<file path="config.mk">
export PLATFORM = sky130hd
export DESIGN_NAME = nmi_qualifier
export DESIGN_NICKNAME = d
export VERILOG_FILES = /design/src/rtl/nmi_qual_pkg.sv /design/src/rtl/nmi_sync.sv /design/src/rtl/nmi_qual_fsm.sv /design/src/rtl/nmi_req_latch.sv /design/src/rtl/nmi_sat_counter.sv /design/src/rtl/nmi_qualifier.sv
export SDC_FILE = /design/constraint.sdc
export NUM_CORES = 1
export LEC_CHECK = 0
export ABC_AREA = 1
export CORE_ASPECT_RATIO = 0.6
export CORE_MARGIN = 2
export CORE_UTILIZATION = 60
export CTS_CLUSTER_SIZE = 8
export DETAILED_ROUTE_END_ITERATION = 16
export DONT_BUFFER_PORTS = 1
export GPL_ROUTABILITY_DRIVEN = 0
export PLACE_DENSITY_LB_ADDON = 0.05
export SLEW_MARGIN = 20
export SYNTH_ARGS = -nofsm -noshare
export SYNTH_HDL_FRONTEND = slang
export SYNTH_SLANG_ARGS = --single-unit
</file>
<file path="constraint.sdc">
create_clock -name clk -period 1.5 [get_ports clk]
set_input_delay 0.075 -clock clk [delete_from_list [all_inputs] [get_ports clk]]
set_output_delay 0.075 -clock clk [all_outputs]
set_load 0.02 [all_outputs]
</file>
<file path="src/rtl/nmi_qual_pkg.sv">
`timescale 1ns/1ps
// Package: shared types for the qualified NMI detector.
// Assumes: nothing beyond IEEE 1800-2017.
package nmi_qual_pkg;

    // Qualifier states: waiting for an edge, or timing an active window.
    typedef enum logic [0:0] {
        QS_IDLE  = 1'b0,
        QS_COUNT = 1'b1
    } qual_state_t;

endpackage

</file>
<file path="src/rtl/nmi_sync.sv">
`timescale 1ns/1ps
// Module: nmi_sync
// Brings the asynchronous line into the clock domain through a flop chain.
// It also keeps a one-cycle-delayed copy so that edges can be found.
// Assumes: STAGES >= 2; the line is idle (low) during reset.
module nmi_sync #(
    parameter int STAGES = 2
) (
    input  logic clk,
    input  logic rst_n,
    input  logic din,
    output logic dout,
    output logic dout_prev
);

    logic [STAGES-1:0] chain;

    generate
        for (genvar i = 0; i < STAGES; i++) begin : g_stage
            if (i == 0) begin : g_first
                // First capture of the asynchronous input.
                always_ff @(posedge clk) begin
                    if (!rst_n) chain[0] <= 1'b0;
                    else        chain[0] <= din;
                end
            end else begin : g_next
                // Further settling stage.
                always_ff @(posedge clk) begin
                    if (!rst_n) chain[i] <= 1'b0;
                    else        chain[i] <= chain[i-1];
                end
            end
        end
    endgenerate

    // Delayed copy of the synchronized level, used for edge detection.
    always_ff @(posedge clk) begin
        if (!rst_n) dout_prev <= 1'b0;
        else        dout_prev <= chain[STAGES-1];
    end

    assign dout = chain[STAGES-1];

endmodule

</file>
<file path="src/rtl/nmi_qual_fsm.sv">
`timescale 1ns/1ps
// Module: nmi_qual_fsm
// Finds a rising edge on the synchronized line and then checks that the line
// stays high for the captured number of cycles. It emits one qual_ok pulse
// on success and one qual_fail pulse when the line drops too early.
// Assumes: lvl/lvl_prev come from nmi_sync; qual_len is sampled only at the edge.
module nmi_qual_fsm
    import nmi_qual_pkg::*;
#(
    parameter int QUAL_W = 8
) (
    input  logic              clk,
    input  logic              rst_n,
    input  logic              lvl,
    input  logic              lvl_prev,
    input  logic [QUAL_W-1:0] qual_len,
    output logic              qual_ok,
    output logic              qual_fail
);

    qual_state_t       state_q, state_d;
    logic [QUAL_W-1:0] cnt_q, cnt_d;
    logic [QUAL_W-1:0] lim_q, lim_d;
    logic              rise;

    assign rise = lvl & ~lvl_prev;

    // Next-state and pulse decode for edge and window timing.
    always_comb begin
        state_d   = state_q;
        cnt_d     = cnt_q;
        lim_d     = lim_q;
        qual_ok   = 1'b0;
        qual_fail = 1'b0;
        unique case (state_q)
            QS_IDLE: begin
                if (rise) begin
                    if (qual_len == '0) begin
                        qual_ok = 1'b1;
                    end else begin
                        state_d = QS_COUNT;
                        lim_d   = qual_len;
                        cnt_d   = QUAL_W'(1);
                    end
                end
            end
            QS_COUNT: begin
                if (!lvl) begin
                    qual_fail = 1'b1;
                    state_d   = QS_IDLE;
                end else if (cnt_q == lim_q) begin
                    qual_ok = 1'b1;
                    state_d = QS_IDLE;
                end else begin
                    cnt_d = cnt_q + QUAL_W'(1);
                end
            end
            default: state_d = QS_IDLE;
        endcase
    end

    // State, window counter and captured limit registers.
    always_ff @(posedge clk) begin
        if (!rst_n) begin
            state_q <= QS_IDLE;
            cnt_q   <= '0;
            lim_q   <= '0;
        end else begin
            state_q <= state_d;
            cnt_q   <= cnt_d;
            lim_q   <= lim_d;
        end
    end

endmodule

</file>
<file path="src/rtl/nmi_req_latch.sv">
`timescale 1ns/1ps
// Module: nmi_req_latch
// Holds a qualified event until an instruction boundary. It then raises the
// request and keeps it up until acknowledged. Events arriving while the
// request is up are merged into it. There is no mask path.
// Assumes: qual_ok is a single-cycle pulse.
module nmi_req_latch (
    input  logic clk,
    input  logic rst_n,
    input  logic qual_ok,
    input  logic boundary_stb,
    input  logic ack,
    output logic pend,
    output logic req
);

    logic req_d;
    logic pend_d;

    // Request update: present at a boundary, drop on acknowledge.
    always_comb begin
        if (req) req_d = ~ack;
        else     req_d = pend & boundary_stb;
    end

    // Waiting flag: set by an unmerged event, cleared when presented.
    always_comb begin
        if (req_d && !req) pend_d = 1'b0;
        else               pend_d = pend | (qual_ok & ~req);
    end

    // Request and waiting-event registers.
    always_ff @(posedge clk) begin
        if (!rst_n) begin
            req  <= 1'b0;
            pend <= 1'b0;
        end else begin
            req  <= req_d;
            pend <= pend_d;
        end
    end

endmodule

</file>
<file path="src/rtl/nmi_sat_counter.sv">
`timescale 1ns/1ps
// Module: nmi_sat_counter
// Up-counter that stops at its all-ones value.
// Assumes: inc is a single-cycle pulse per event.
module nmi_sat_counter #(
    parameter int W = 4
) (
    input  logic         clk,
    input  logic         rst_n,
    input  logic         inc,
    output logic [W-1:0] count
);

    localparam logic [W-1:0] CNT_MAX = '1;

    // Count events, holding at the maximum.
    always_ff @(posedge clk) begin
        if (!rst_n)                        count <= '0;
        else if (inc && count != CNT_MAX)  count <= count + W'(1);
    end

endmodule

</file>
<file path="src/rtl/nmi_qualifier.sv">
`timescale 1ns/1ps
// Module: nmi_qualifier (top)
// Synchronizes the raw NMI line, qualifies edges by minimum active duration,
// and presents the request at instruction boundaries until acknowledged.
// Rejected candidates are counted in a saturating status field.
// Assumes: boundary_stb and ack are synchronous to clk; qual_len is quasi-static.
module nmi_qualifier #(
    parameter int QUAL_W      = 8,
    parameter int GLITCH_W    = 4,
    parameter int SYNC_STAGES = 2
) (
    input  logic                clk,
    input  logic                rst_n,
    input  logic                nmi_raw,
    input  logic                boundary_stb,
    input  logic                ack,
    input  logic [QUAL_W-1:0]   qual_len,
    output logic                nmi_req,
    output logic [GLITCH_W-1:0] glitch_cnt
);

    logic lvl;
    logic lvl_prev;
    logic qual_ok;
    logic qual_fail;
    logic pend;

    nmi_sync #(.STAGES(SYNC_STAGES)) u_sync (
        .clk       (clk),
        .rst_n     (rst_n),
        .din       (nmi_raw),
        .dout      (lvl),
        .dout_prev (lvl_prev)
    );

    nmi_qual_fsm #(.QUAL_W(QUAL_W)) u_fsm (
        .clk       (clk),
        .rst_n     (rst_n),
        .lvl       (lvl),
        .lvl_prev  (lvl_prev),
        .qual_len  (qual_len),
        .qual_ok   (qual_ok),
        .qual_fail (qual_fail)
    );

    nmi_req_latch u_latch (
        .clk          (clk),
        .rst_n        (rst_n),
        .qual_ok      (qual_ok),
        .boundary_stb (boundary_stb),
        .ack          (ack),
        .pend         (pend),
        .req          (nmi_req)
    );

    nmi_sat_counter #(.W(GLITCH_W)) u_glitch (
        .clk   (clk),
        .rst_n (rst_n),
        .inc   (qual_fail),
        .count (glitch_cnt)
    );

endmodule

</file>
Word level (Yosys, flattened, before mapping):

Cells that the tools add are included.
Widths: inputs -> output; s select.

* reductions and logical operators: 7
* eq/ne operators: 6
* add/sub/neg operators: 2
* multiplexer cells: 18
* bitwise logic cells: 10

Operators by type and width (count)
* $mux 8: 4
* $pmux 8 s2: 1
* $mux 1: 11
* $add 8x1->8 const B: 1
* $eq 8x8->1: 1
* $logic_not 8->1: 1
* $ne 2x2->1 const B: 3
* $not 1->1: 6
* $add 4x1->4 const B: 1
* $ne 4x4->1 const B: 1
* $pmux 1 s2: 2
* $reduce_and 4->1: 1
* $and 1x1->1: 3
* $reduce_and 3->1: 1
* $logic_and 1x1->1: 2
* $ne 2x1->1 const B: 1
* $reduce_or 2->1: 1
* $logic_not 1->1: 1
* $or 1x1->1: 1

* output and inout bits: 5
* logic and storage cells: 52
* register bits after elaboration: 26
* input port bits: 13

Depth between registers and ports, before layout:

Gate-level depths: netlist (run 1).

* word-level depth: 6
* gate-level depth with buffers: 11
* gate-level depth less buffers: 11

Hierarchy:

From an unflattened synthesis (run 1), not the netlist that was laid out.

* cell total of the unflattened synthesis: 194
* area, all modules: 1330.0 um^2

By module, submodules not included
* nmi_qual_fsm: area an instance 963.4 um^2, seq. area each 340.3 um^2, instances 1, cells each 145
* nmi_sat_counter: area an instance 201.4 um^2, seq. area each 80.1 um^2, instances 1, cells each 29
* nmi_req_latch: area an instance 82.6 um^2, seq. area each 40.0 um^2, instances 1, cells each 11
* nmi_sync: area an instance 82.6 um^2, seq. area each 60.1 um^2, instances 1, cells each 9

Worst setup path after synthesis (run 1):

Ideal clock, no wire load.

* kind: register to register
* start: register u_glitch.count[1]
* end: register u_glitch.count[2]
* path slack: 236 ps
* clock period less this slack: 1264 ps
* library setup time: 79 ps
* buffers on the path: 0
* cell stages (with the launch flop): 7
* required time: 1421 ps
* arrival time: 1185 ps
* cells stage by stage: dfxtp_1 > ha_1 > nand3_1 > nand2_1 > inv_1 > and3_1 > nor3_1

* word-level cells in the longest chain between the ends: 2
* elaborated cells on any way between the ends: 3
* those cells by class: add/sub (1); eq/ne (1); reduce/logical (1)

Ends and longest elaborated chain
* from (decl): line nmi_sat_counter.sv:11 `output logic [W-1:0] count`
* from (signal assigned): line nmi_sat_counter.sv:19 `else if (inc && count != CNT_MAX) count <= count + W'(1);`
* parallel branches: the longest is 2 deep, another holds $add 4x1->4

Several ways; the timed one is not identified.
A chain may end at the register's enable or synchronous reset.

Final worst setup path (run 1):

* start: register u_sync.chain[1] (netlist: u_sync.dout)
* end: register u_fsm.cnt_q[5]

* word-level cells in the longest chain between the ends: 3
* elaborated cells on any way between the ends: 4
* those cells by class: eq/ne (2); bitwise (1); reduce/logical (1)

Ends and longest elaborated chain
* from (decl): line nmi_sync.sv:16 `logic [STAGES-1:0] chain;`
* from (signal, indexed assignment): line nmi_sync.sv:30 `else chain[i] <= chain[i-1];`
* $and 1x1->1: line nmi_qual_fsm.sv:26 `assign rise = lvl & ~lvl_prev;`
* $ne 2x1->1 (no line)
* $reduce_and 4->1 (no line) (*)
* to (signal assigned): line nmi_qual_fsm.sv:70 `cnt_q <= cnt_d;`
* to (decl): line nmi_qual_fsm.sv:22 `logic [QUAL_W-1:0] cnt_q, cnt_d;`

Mark *: on every way between the ends. The rest lies on a longest branch, timed or not.

==> results.sh, run 1 <==
export IMPL_h_tree_depth=1
export IMPL_synth_cells=185
export IMPL_finalSetupViolCount=0
export IMPL_final_fill_count=167
export IMPL_clockRootBuffer="clkbuf_4"
export IMPL_grt_usage=0.244
export IMPL_ys_warn_count=0
export IMPL_grt_pass1_wl_um=4590
export IMPL_status="completed"
export IMPL_synth_edf_count=0
export IMPL_routed_wl_um=3030
export IMPL_postCtsSetupBuffers=0
export IMPL_ctsLongestPathBuffers=2
export IMPL_yosys_register_bits=26
export IMPL_dieArea_um2=2600
export IMPL_hold_viol=0
export IMPL_p_int_uw=930
export IMPL_crit_type="flip-flop to flip-flop"
export IMPL_syn_area_um2=1320
export IMPL_power_frac_seq=0.588
export IMPL_grtUsageMet1=0.332
export IMPL_finalClockSkew_ps=12.4
export IMPL_async_flop_share=0
export IMPL_maxCapViolCount=0
export IMPL_io_buffers=0
export IMPL_route_detailed_drc=0
export IMPL_crit_path_end_kind="flip-flop"
export IMPL_post_place_ws_ps=89.3
export IMPL_area_delta_synth_final_pct=18.5
export IMPL_rows=13
export IMPL_combPwrFrac=0.125
export IMPL_die_y_um=40.3
export IMPL_yosysUniqueCellTypes=29
export IMPL_worstSkewPairLatency_ps=330
export IMPL_ios=18
export IMPL_nNetsFinal=220
export IMPL_rsz0062_at_grt="yes"
export IMPL_cts_num_sinks=26
export IMPL_diodes=0
export IMPL_first_iter_violations=72
export IMPL_worst_slew_pin_slew_ps=677
export IMPL_viasPerCell=5.24
export IMPL_synth_avg_cell_area_um2=7.11
export IMPL_period_needed_ps=1370
export IMPL_core_um2=2110
export IMPL_ys_seq_area_frac=0.395
export IMPL_use_met2=0.393
export IMPL_ir_drop_mv=0.610
export IMPL_p_switching_uw=318
export IMPL_grt_pass1_vias=1037
export IMPL_worstPathArrival_ps=1630
export IMPL_slew_headroom=0.549
export IMPL_critPathMaxFanout=19
export IMPL_start_util=0.622
export IMPL_ant_nets=0
export IMPL_final_max_slew_viol_count=0
export IMPL_min_period_over_period=0.914
export IMPL_tns_ps=0
export IMPL_synthesis_nets=200
export IMPL_swShare=0.255
export IMPL_globalRouteOverflowTotal=0
export IMPL_grt_antenna_before_repair=0
export IMPL_cts_tree="yes"
export IMPL_cts_buffers=3
export IMPL_die_x_um=64.5
export IMPL_layout_setup_ws_ps=128
export IMPL_vias=1227
export IMPL_first_pass_iters=4
export IMPL_clkPwrFrac=0.287
export IMPL_grt_busiest_layer="met2"
export IMPL_p_leak_uw=0.000617
export IMPL_max_freq_mhz=729
export IMPL_routedWlPerCell_um=13.0
export IMPL_clkSlewWorstSetupHoldPaths_ps=140
export IMPL_grt_use_met3=0.0618
export IMPL_ys_flop_type="dfxtp_1"
export IMPL_cp_required_ps=1760
export IMPL_dp_hpwl_um=2050
export IMPL_startpoint_type="flip-flop"
export IMPL_drive_gt1_frac=0.167
export IMPL_power_density_nw_per_um2=800
export IMPL_worstHoldPathType="input port to flip-flop"
export IMPL_grt_max_degree=20
[path summary, 6_finish.rpt]
kind	startpoint	to	slack (ps)	cells after the start
worst max-delay path	u_sync.dout$_SDFF_PN0_	u_fsm.cnt_q[5]$_SDFFE_PN0P_	130	8
worst min-delay path	qual_len[1]	u_latch.pend$_SDFF_PP0_	260	7
worst max register to register	u_sync.dout$_SDFF_PN0_	u_fsm.cnt_q[5]$_SDFFE_PN0P_	130	8
worst min register to register	u_sync.chain[0]$_SDFF_PN0_	u_sync.dout$_SDFF_PN0_	420	2
[area by class of cell]
class,count,area [um^2],share of cell area
inverter,19,82.6,0.0529
timing repair buffer,18,168,0.107
tap,30,37.5,0.0241
multi-input combinational,137,707,0.453
sequential,26,529,0.339
clock buffer,4,36.3,0.0233
[placed cells by master (no fill, tap or decap), drive strengths merged, types with 2 or more instances in the layout]
cell type    netlist  final
o21ai             12     12
nand3             11     11
buf                2      6
ha                 2      2
clkbuf             1      4
dlygate4sd3        0     11
xnor2              5      5
dfxtp             26     26
a21oi             13     13
inv               18     18
nor3b              3      3
nor2              38     38
nand2             46     46
[power groups by stage]
stage                     clock (uW)  combinational, uW  sequential, uW
final                            358                156             733
after global routing             379                177             736
after CTS                        364                151             733
after detailed placement           0                121             748
after global placement             0                117             747
after floorplan                    0                101             747
[repair_timing]
item / in CTS / in global routing
setup endpoints to repair: 0 / 11
hold buffers: 12 / 0
endpoints found under the hold margin: 21 / 0
gates resized for setup: 0 / 13
[synthesized netlist by cell type, types with 2 or more instances]
cell type | n | area (um^2)
a21oi_1 | 13 | 65.1
dfxtp_1 | 26 | 521
ha_1 | 2 | 25.0
inv_1 | 15 | 56.3
inv_2 | 2 | 7.51
nand2_1 | 43 | 161
nand2_4 | 2 | 22.5
nand3_1 | 10 | 50.1
nor2_1 | 32 | 120
nor2_2 | 4 | 25.0
nor3b_1 | 3 | 22.5
o21ai_0 | 12 | 60.1
xnor2_1 | 5 | 43.8
[worst max-delay path, cell delays in order, from the launching register on]
cell	delay, ps
dfxtp_2	430
inv_2	60
nor2_4	120
nand2_4	80
nor2_8	180
inv_8	90
nand2_4	120
nand2_1	70
a21oi_1	150
[registers in the layout, indices dropped and copies added (netlist names)]
register          cells
u_fsm.state_q         1
u_sync.dout           1
u_sync.chain          1
u_fsm.cnt_q           8
u_latch.req           1
u_fsm.lim_q           8
u_latch.pend          1
u_sync.dout_prev      1
u_glitch.count        4
[layer usage]
layer,vias up,part of all wire
li1,627,-
met4,0,0.0049
met3,2,0.083
met2,48,0.44
met1,550,0.47
met5,-,0
[stage by stage]
step	power, uW	instances	hold slack (ps)	cell area, um^2	utilization
2_1_floorplan	848	185	173	1320	-
3_3_place_gp	864	218	174	1380	0.652
3_5_place_dp	869	218	177	1380	0.652
4_1_cts	1250	234	232	1540	0.726
5_1_grt	1290	234	318	1560	0.738
6_report	1250	234	256	1560	0.738
[cell families (layout without fill, tap and decap cells)]
kind of cell,count (synthesis),after routing,share of synthesized area
xor gates and xnor gates,6,6,0.0399
DFF,26,26,0.395
buffers and inverters,22,41,0.0751
adders and majority gates,2,2,0.0190
and+or+nand+nor,102,102,0.365
AOI/OAI and AO/OA,27,27,0.106
(Power assumes the default switching activity.)
==> run 2, diff against run 1 <==
Settings changed: CTS_BUF_LIST set to sky130_fd_sc_hd__clkbuf_8.
==> results.sh, run 2 (same netlist as run 1, synthesis figures left out) <==
export IMPL_cts_tree="yes"
export IMPL_cp_depth=8
export IMPL_final_common_cell="nand2_1"
export IMPL_tns_ps=0
export IMPL_crit_chain="inv_2 -> nor2_4 -> nand2_4 -> nor2_8 -> inv_8 -> nand2_4 -> nand2_1 -> a21oi_1"
export IMPL_layout_setup_ws_ps=85.1
export IMPL_maxCapViolCount=0
export IMPL_first_iter_violations=102
export IMPL_h_tree_depth=1
export IMPL_io_buffers=0
export IMPL_first_pass_iters=4
export IMPL_slowest_stage="dfxtp_2"
export IMPL_dieArea_um2=2600
export IMPL_worstSkewPairLatency_ps=270
export IMPL_route_detailed_drc=0
export IMPL_p_leak_uw=0.000617
export IMPL_fin_total_pwr_uw=1350
export IMPL_min_delay_path_depth=2
export IMPL_crit_path_end_kind="flip-flop"
export IMPL_reg_top3="u_fsm.cnt_q x8, u_fsm.lim_q x8, u_glitch.count x4"
export IMPL_worst_slew_pin_slew_ps=593
export IMPL_dp_hpwl_um=2050
export IMPL_status="completed"
export IMPL_hold_viol=0
export IMPL_finalSetupViolCount=0
export IMPL_cp_required_ps=1690
export IMPL_ios=18
export IMPL_grt_usage=0.260
export IMPL_finalClockSkew_ps=3.69
export IMPL_final_cell_mix="nand2_1 (42), nor2_1 (30), dfxtp_1 (21)"
export IMPL_slew_headroom=0.605
export IMPL_crit_path_frequent_cell="nand2_4"
export IMPL_r2r_cells=8
export IMPL_clkSlewWorstSetupHoldPaths_ps=90
export IMPL_path_buf_inv=2
export IMPL_crit_type="flip-flop to flip-flop"
export IMPL_grt_pass1_vias=1056
export IMPL_critical_path_max_stage_delay_ps=440
export IMPL_ir_drop_mv=0.596
export IMPL_die_x_um=64.5
export IMPL_cts_buffers=3
export IMPL_final_fill_count=169
export IMPL_min_period_over_period=0.943
export IMPL_core_um2=2110
export IMPL_worstPathArrival_ps=1610
export IMPL_final_max_slew_viol_count=0
export IMPL_ant_nets=0
export IMPL_diodes=0
export IMPL_cts_num_sinks=26
export IMPL_max_freq_mhz=707
export IMPL_critPathMaxFanout=19
export IMPL_area_delta_synth_final_pct=18.9
export IMPL_worstHoldStart="qual_len[5]"
export IMPL_startpoint_type="flip-flop"
export IMPL_dp_cells=218
export IMPL_crit_path_start="u_sync.dout$_SDFF_PN0_"
export IMPL_post_place_ws_ps=89.3
export IMPL_instances_no_fill=233
export IMPL_rows=13
export IMPL_drive_gt1_frac=0.167
export IMPL_vias=1233
export IMPL_ctsLongestPathBuffers=2
export IMPL_holdWs_ps=0.288
export IMPL_grt_pass1_wl_um=4800
export IMPL_nNetsFinal=219
export IMPL_power_density_nw_per_um2=862
export IMPL_viasPerCell=5.29
export IMPL_grt_antenna_before_repair=0
export IMPL_clockRootBuffer="clkbuf_8"
export IMPL_worstHoldPathType="input port to flip-flop"
export IMPL_routedWlPerCell_um=13.7
export IMPL_die_y_um=40.3
export IMPL_globalRouteOverflowTotal=0
export IMPL_r2r_start="u_sync.dout$_SDFF_PN0_"
export IMPL_grt_max_degree=20
export IMPL_routed_wl_um=3190
export IMPL_crit_family="simple AND/OR/NAND/NOR gates"
export IMPL_start_util=0.622
export IMPL_period_needed_ps=1410
[run 2: cell count changes in the layout (fill, tap and decap cells not counted), sizes merged]
cell / change
dlygate4sd3: -2
clkinv: +1
clkinvlp: -1
nand3: +1
[run 2: layer usage]
metal  share of wire  track usage  wire length (um)
met1            0.46        0.348              1460
met2            0.45        0.404              1440
met3           0.076       0.0787               243
met4           0.014        0.106                46
met5               0            0                 0
[run 2: path summary, 6_finish.rpt]
| check | end | slack, ps |
|---|---|---|
| max | u_fsm.cnt_q[5]$_SDFFE_PN0P_ | 90 |
| min | u_fsm.lim_q[5]$_SDFFE_PN0P_ | 0.3 |
| max reg2reg | u_fsm.cnt_q[5]$_SDFFE_PN0P_ | 90 |
| min reg2reg | u_sync.dout$_SDFF_PN0_ | 420 |
[run 2: worst reg2reg max path: cells and delay by family, from the launching register on]
kind	cells	cell delay, ps
AND/OR/NAND/NOR	5	590
flip-flops	1	440
buffers and inverters	2	170
AO/OA/AOI/OAI	1	150
[run 2: per-stage QoR]
step                      utilization  cell area, um^2
after global placement          0.652             1380
final                           0.740             1570
after detailed placement        0.652             1380
after global routing            0.740             1570
after floorplan                     -             1320
after CTS                       0.725             1530
[run 2: what timing repair did]
action | in CTS | in global routing
endpoints found under the hold margin | 18 | 0
hold buffers | 10 | 0
setup buffers | 0 | 0
gates resized for setup | 0 | 11
endpoints found under the setup margin | 0 | 9
[run 2: area by class of cell]
cell class / count / area, um^2 / area share
Sequential cell: 26 / 529 / 0.338
Clock buffer: 4 / 55.1 / 0.0352
Multi-Input combinational cell: 138 / 717 / 0.458
Timing Repair Buffer: 16 / 148 / 0.0943
Inverter: 19 / 78.8 / 0.0504
Tap cell: 30 / 37.5 / 0.0240
[run 2: where the power goes]
group / internal [uW] / switching (uW) / total [uW] / leakage (uW)
sequential: 712 / 20.4 / 733 / 0.000214
clock: 235 / 224 / 459 / 0.0000288
combinational: 65.4 / 91.8 / 157 / 0.000374
